==> src/rtl/mbist_pkg.sv <==
package mbist_pkg;

    typedef enum logic [2:0] {
        ST_IDLE,
        ST_BG,
        ST_UP_RD,
        ST_UP_WR,
        ST_DN_RD,
        ST_DN_WR,
        ST_DONE
    } march_st_e;

    localparam int NUM_ENGINES = 2;
    localparam int FIELD_W     = 4;

endpackage

==> src/rtl/march_ram.sv <==
module march_ram #(
    parameter int DEPTH      = 64,
    parameter int WIDTH      = 8,
    parameter int FAULT_ADDR = 5,
    localparam int AW        = $clog2(DEPTH)
) (
    input  logic             clk,
    input  logic             we,
    input  logic             re,
    input  logic [AW-1:0]    addr,
    input  logic [WIDTH-1:0] wdata,
    input  logic             fault,
    output logic [WIDTH-1:0] rdata
);

    logic [WIDTH-1:0] mem [DEPTH];
    logic [WIDTH-1:0] rdata_d, rdata_q;

    always_comb begin
        rdata_d = rdata_q;
        if (re) begin
            rdata_d = mem[addr];
            if (fault && addr == AW'(FAULT_ADDR)) begin
                rdata_d[0] = 1'b1;
            end
        end
    end

    always_ff @(posedge clk) begin
        if (we) begin
            mem[addr] <= wdata;
        end
        rdata_q <= rdata_d;
    end

    assign rdata = rdata_q;

    assert_no_rw_collision_R6: assert property (@(posedge clk) !(we && re));

endmodule

==> src/rtl/march_engine.sv <==
module march_engine
    import mbist_pkg::*;
#(
    parameter int DEPTH      = 64,
    parameter int WIDTH      = 8,
    parameter int FAULT_ADDR = 5,
    localparam int AW        = $clog2(DEPTH)
) (
    input  logic clk,
    input  logic rst_n,
    input  logic en_i,
    input  logic fault_i,
    output logic done_o,
    output logic err_o
);

    localparam logic [AW-1:0] LAST = AW'(DEPTH - 1);

    typedef struct packed {
        march_st_e   st;
        logic [AW-1:0] addr;
        logic        err;
        logic        prev;
    } eng_s;

    eng_s s_d, s_q;
    logic             ram_we, ram_re;
    logic [WIDTH-1:0] ram_wdata, ram_rdata;

    always_comb begin
        s_d       = s_q;
        s_d.prev  = en_i;
        ram_we    = 1'b0;
        ram_re    = 1'b0;
        ram_wdata = '0;
        if (!en_i) begin
            s_d.st   = ST_IDLE;
            s_d.addr = '0;
        end else begin
            unique case (s_q.st)
                ST_IDLE: begin
                    if (!s_q.prev) begin
                        s_d.st   = ST_BG;
                        s_d.addr = '0;
                        s_d.err  = 1'b0;
                    end
                end
                ST_BG: begin
                    ram_we = 1'b1;
                    if (s_q.addr == LAST) begin
                        s_d.st   = ST_UP_RD;
                        s_d.addr = '0;
                    end else begin
                        s_d.addr = s_q.addr + 1'b1;
                    end
                end
                ST_UP_RD: begin
                    ram_re = 1'b1;
                    s_d.st = ST_UP_WR;
                end
                ST_UP_WR: begin
                    if (ram_rdata != '0) s_d.err = 1'b1;
                    ram_we    = 1'b1;
                    ram_wdata = '1;
                    if (s_q.addr == LAST) begin
                        s_d.st = ST_DN_RD;
                    end else begin
                        s_d.st   = ST_UP_RD;
                        s_d.addr = s_q.addr + 1'b1;
                    end
                end
                ST_DN_RD: begin
                    ram_re = 1'b1;
                    s_d.st = ST_DN_WR;
                end
                ST_DN_WR: begin
                    if (ram_rdata != '1) s_d.err = 1'b1;
                    ram_we = 1'b1;
                    if (s_q.addr == '0) begin
                        s_d.st = ST_DONE;
                    end else begin
                        s_d.st   = ST_DN_RD;
                        s_d.addr = s_q.addr - 1'b1;
                    end
                end
                ST_DONE: begin
                end
                default: s_d.st = ST_IDLE;
            endcase
        end
    end

    always_ff @(posedge clk) begin
        if (!rst_n) begin
            s_q <= '{st: ST_IDLE, addr: '0, err: 1'b0, prev: 1'b0};
        end else begin
            s_q <= s_d;
        end
    end

    march_ram #(
        .DEPTH     (DEPTH),
        .WIDTH     (WIDTH),
        .FAULT_ADDR(FAULT_ADDR)
    ) u_ram (
        .clk  (clk),
        .we   (ram_we),
        .re   (ram_re),
        .addr (s_q.addr),
        .wdata(ram_wdata),
        .fault(fault_i),
        .rdata(ram_rdata)
    );

    assign done_o = (s_q.st == ST_DONE);
    assign err_o  = s_q.err;

    assert_abort_to_idle_R8: assert property (@(posedge clk) disable iff (!rst_n)
        !en_i |=> s_q.st == ST_IDLE);

    assert_start_on_rise_R4: assert property (@(posedge clk) disable iff (!rst_n)
        (s_q.st == ST_IDLE && en_i && !s_q.prev) |=> (s_q.st == ST_BG && !s_q.err));

    assert_done_holds_R4: assert property (@(posedge clk) disable iff (!rst_n)
        (s_q.st == ST_DONE && en_i) |=> s_q.st == ST_DONE);

    assert_err_sticky_R6: assert property (@(posedge clk) disable iff (!rst_n)
        (s_q.err && en_i && s_q.st != ST_IDLE) |=> s_q.err);

    assert_err_from_compare_R6: assert property (@(posedge clk) disable iff (!rst_n)
        $rose(s_q.err) |-> ($past(s_q.st) == ST_UP_WR || $past(s_q.st) == ST_DN_WR));

endmodule

==> src/rtl/dual_mbist_ctl.sv <==
module dual_mbist_ctl
    import mbist_pkg::*;
#(
    parameter logic [7:0] REG_ADDR   = 8'hA6,
    parameter int         DEPTH      = 64,
    parameter int         WIDTH      = 8,
    parameter int         FAULT_ADDR = 5
) (
    input  logic       clk,
    input  logic       rst_n,
    input  logic [7:0] reg_addr,
    input  logic       reg_wr,
    input  logic [7:0] reg_wdata,
    output logic [7:0] reg_rdata,
    input  logic       code_fault,
    input  logic       data_fault
);

    typedef struct packed {
        logic [NUM_ENGINES-1:0] en;
    } ctl_s;

    ctl_s c_d, c_q;
    logic [NUM_ENGINES-1:0] done, err, fault_vec;
    logic                   hit;
    logic                   unused_wbits;

    assign hit          = (reg_addr == REG_ADDR);
    assign fault_vec    = {data_fault, code_fault};
    assign unused_wbits = ^{reg_wdata[7:5], reg_wdata[3:1]};

    always_comb begin
        c_d = c_q;
        if (reg_wr && hit) begin
            for (int g = 0; g < NUM_ENGINES; g++) begin
                c_d.en[g] = reg_wdata[g*FIELD_W];
            end
        end
    end

    always_ff @(posedge clk) begin
        if (!rst_n) c_q <= '0;
        else        c_q <= c_d;
    end

    for (genvar g = 0; g < NUM_ENGINES; g++) begin : g_eng
        march_engine #(
            .DEPTH     (DEPTH),
            .WIDTH     (WIDTH),
            .FAULT_ADDR(FAULT_ADDR)
        ) u_eng (
            .clk    (clk),
            .rst_n  (rst_n),
            .en_i   (c_q.en[g]),
            .fault_i(fault_vec[g]),
            .done_o (done[g]),
            .err_o  (err[g])
        );
    end

    always_comb begin
        reg_rdata = '0;
        if (hit) begin
            for (int g = 0; g < NUM_ENGINES; g++) begin
                reg_rdata[g*FIELD_W]     = c_q.en[g];
                reg_rdata[g*FIELD_W + 1] = c_q.en[g] & done[g];
                reg_rdata[g*FIELD_W + 2] = c_q.en[g] & done[g] & err[g];
            end
        end
    end

    assert_foreign_write_ignored_R3: assert property (@(posedge clk) disable iff (!rst_n)
        (reg_wr && !hit) |=> $stable(c_q.en));

    assert_enable_follows_write_R3: assert property (@(posedge clk) disable iff (!rst_n)
        (reg_wr && hit) |=> (c_q.en == {$past(reg_wdata[FIELD_W]), $past(reg_wdata[0])}));

endmodule

==> config.mk <==
export PLATFORM = sky130hd
export DESIGN_NAME = dual_mbist_ctl
export DESIGN_NICKNAME = d
export VERILOG_FILES = /design/src/rtl/mbist_pkg.sv /design/src/rtl/march_ram.sv /design/src/rtl/march_engine.sv /design/src/rtl/dual_mbist_ctl.sv
export SDC_FILE = /design/constraint.sdc
export NUM_CORES = 1
export LEC_CHECK = 0
export CAP_MARGIN = 30
export CORE_ASPECT_RATIO = 1.5
export CORE_UTILIZATION = 32
export CTS_CLUSTER_DIAMETER = 200
export CTS_CLUSTER_SIZE = 14
export DETAILED_ROUTE_END_ITERATION = 6
export PLACE_DENSITY = 0.46
export SETUP_SLACK_MARGIN = 0.2
export SYNTH_ARGS = -nofsm -noshare
export SYNTH_HDL_FRONTEND = slang
export SYNTH_HIERARCHICAL = 1
export SYNTH_SLANG_ARGS = --single-unit
==> constraint.sdc <==
create_clock -name clk -period 41.9 [get_ports clk]
set_input_delay 6.285 -clock clk [delete_from_list [all_inputs] [get_ports clk]]
set_output_delay 6.285 -clock clk [all_outputs]
set_load 0.01 [all_outputs]
==> flow_summary.ini <==
[clock_network]
cts_made_buffers = 85
cts.path.max_buffers = 3
cts_tree = yes
cts-root-buf = clkbuf_16
cts_setup_buffers = 0
clk_pin_slew_ps = 70
clock_sinks = 1064
cts_resized = 0
holdBufCountCts = 0
htreeDepth = 3
insertion_delay_ps = 680

[yosys]
seq_area_frac_synth_pct = 73.8
synth-warning-count = 6
syn_area_um2 = 43000
yosys_most_used_dff = edfxtp_1
ys_seq_elements = 1064
async_reset_ff_share_pct = 0
synth_area_per_cell_um2 = 17.4
synth_edf_count = 1040
synth_cell_types = 89
syn-instance-count = 2474

[placed_design]
io_buffers = 20
dpl_cell_area_um2 = 45100
dp_hpwl_um = 71000
gp_congestion = 0.811
place_inst = 4140
pre_cts_slack_ps = 27640

[layout]
fin_nets = 2517
syn_to_final_growth_pct = 10.5
drive_gt1_share_pct = 16.1
fin_area_um2 = 47500
insertedDiodeCount = 0
final_common_cell = edfxtp_1
final_cells = 4252
layout_common_cells = 1,040 x edfxtp_1, 167 x nor2_1, 110 x mux4_2, 94 x mux2i_1, 87 x clkbuf_16
final_util_pct = 35.6

[power_and_ir_drop]
p_per_area_nw_per_um2 = 39.7
comb_power_share_pct = 0.1
power_mw = 1.88
switchingPower_mw = 0.360
ir_worst_vdd_mv = 0.0278
p_int_mw = 1.52
power_frac_seq_pct = 61.0
p_leak_nw = 11.7
swShare_pct = 19.1
pwr-share-clk_pct = 38.9

[critical_path]
crit_family = buffers and inverters
crit_arrival_ps = 7960
cp-start-kind = input pin
end_kind = output pin
critPathKind = in2out
path_buf_inv = 2
cp.required_ps = 35620
cp_max_fo = 6
slowest_stage = clkdlybuf4s50_1
crit_path_cell_trace = clkdlybuf4s50_1 -> nand4bb_2 -> nor2_1 -> and4_1 -> clkdlybuf4s50_1
cp_slowest_stage_delay_ps = 530
crit_top_cell = clkdlybuf4s50_1

[routing]
drt-pass1-iter-count = 5
dr_total_vias = 23100
wire_per_inst_um = 27.3
viasPerCell = 5.43
antenna_left = 0
routed_wl_um = 116000
drt_iter0_markers = 1813
drc = 0

[floorplan]
num_rows = 164
start_util_pct = 32.3
io_pins = 29
fp.dieH_um = 451
die_w_um = 301
core_area_um2 = 133000
dieArea_um2 = 136000

[timing]
worstMarginPinSlew_ps = 1320
setup_tns_ps = 0
finalClockSkew_ps = 25.1
setup_viol = 0
hold_viol_final = 0
slew_viol_final = 0
clock.fmax_mhz = 70.2
period_minus_slack_ps = 14240
fin_hold_ws_ps = 577
min_period_over_period_pct = 34.0
rsz0062_at_grt = no
setup_slack_ps = 27660
relSlewSlack_pct = 12.2

[global_route]
grt_usage_pct = 17.0
grt_first_pass_wirelength_um = 169000
first_global_vias = 23800
grt_max_degree = 262
antenna_found_initial = 0
grt_remaining_overflow = 0

[flow_run]
drv_cap = 0

[status]
status = completed

[worst_hold_path]
hold_class = reg2reg
==> final timing paths <==
path	cells after the start	start	slack, ps	to
max	5	reg_addr[4]	27660	reg_rdata[6]
min	2	c_q[0]	580	c_q[0]
max reg2reg	5	g_eng[1].u_eng/s_q[2]	37680	g_eng[1].u_eng/u_ram/mem[36][2]
min reg2reg	2	c_q[0]	580	c_q[0]
==> registers in the layout (all words and copies together) (netlist names) <==
register	flops
g_eng.u_eng/u_ram/mem	1024
g_eng.u_eng/s_q	20
g_eng.u_eng/err_o	2
c_q	2
g_eng.u_eng/u_ram/rdata	16
==> layout make-up <==
| type | instances | area [um^2] |
|---|---|---|
| Inverter | 23 | 86.3 |
| Timing Repair Buffer | 94 | 877 |
| Sequential cell | 1064 | 31700 |
| Multi-Input combinational cell | 1222 | 10300 |
| Clock buffer | 102 | 2230 |
| Fill cell | 12400 | 85700 |
| Tap cell | 1743 | 2180 |
| Clock inverter | 4 | 50.0 |
==> cell usage after synthesis, types with 6 or more instances <==
| cell type | count | area (um^2) |
|---|---|---|
| nand2_1 | 84 | 315 |
| o211a_1 | 7 | 70.1 |
| inv_1 | 19 | 71.3 |
| o22a_1 | 10 | 87.6 |
| or3b_2 | 12 | 105 |
| mux4_2 | 110 | 2480 |
| clkbuf_1 | 55 | 206 |
| mux2i_1 | 94 | 941 |
| nand2b_1 | 13 | 81.3 |
| dfxtp_1 | 24 | 480 |
| buf_6 | 8 | 90.1 |
| a21oi_1 | 43 | 215 |
| o2bb2ai_1 | 11 | 96.3 |
| o32ai_1 | 9 | 78.8 |
| buf_2 | 59 | 295 |
| o22ai_1 | 31 | 194 |
| ha_1 | 6 | 75.1 |
| nor4_1 | 10 | 62.6 |
| nand3b_1 | 12 | 90.1 |
| buf_4 | 28 | 210 |
| and3_1 | 21 | 131 |
| nand3_1 | 51 | 255 |
| and2_1 | 10 | 62.6 |
| nor3b_1 | 10 | 75.1 |
| o21a_1 | 6 | 45.0 |
| o211ai_1 | 17 | 128 |
| o21ai_0 | 34 | 170 |
| o221ai_1 | 10 | 87.6 |
| or4_1 | 8 | 60.1 |
| a221oi_1 | 68 | 596 |
| or2_2 | 6 | 37.5 |
| a31oi_1 | 26 | 163 |
| edfxtp_1 | 1040 | 31200 |
| and3b_1 | 10 | 87.6 |
| nor3_1 | 14 | 70.1 |
| a32oi_1 | 18 | 158 |
| nor2_1 | 169 | 634 |
| buf_1 | 14 | 52.6 |
| or3_1 | 6 | 37.5 |
| nor2b_1 | 22 | 138 |
| a211oi_1 | 16 | 120 |
| a22oi_1 | 70 | 526 |
| mux2_2 | 74 | 833 |
| nand4_1 | 23 | 144 |
==> kinds of logic after synthesis <==
| group | share of synthesized area [%] |
|---|---|
| flip-flops | 73.8 |
| AND/OR/NAND/NOR | 5.94 |
| AO/OA/AOI/OAI | 7.61 |
| multiplexers | 10.0 |
| buffers and inverters | 2.28 |
| XOR/XNOR | 0.143 |
| adder cells (fa/ha/maj) | 0.175 |
| other | 0.00873 |
==> tightest hold or removal path, delay by kind of cell (launching register included) <==
family	cells	cell delay (ps)
and+or+nand+nor	1	90
DFF	1	380
muxes	1	60
==> power groups by stage <==
stage / sequential, mW / combinational [mW] / clock, mW
floorplan: 1.17 / 0.000475 / 0
global placement: 1.17 / 0.00203 / 0
detailed placement: 1.17 / 0.00198 / 0
CTS: 1.15 / 0.00199 / 0.755
global route: 1.15 / 0.00212 / 0.790
finish: 1.15 / 0.00195 / 0.732
==> metal layers <==
layer  track usage [%]  vias to the layer above  wire [um]
met3              1.91                      170       4660
met2              31.4                      646      63100
li1                  -                    10100          -
met1              19.5                    12200      43700
met5                 0                        -          0
met4              7.38                        0       4540
Note: power is estimated with default switching activity, not from simulation.
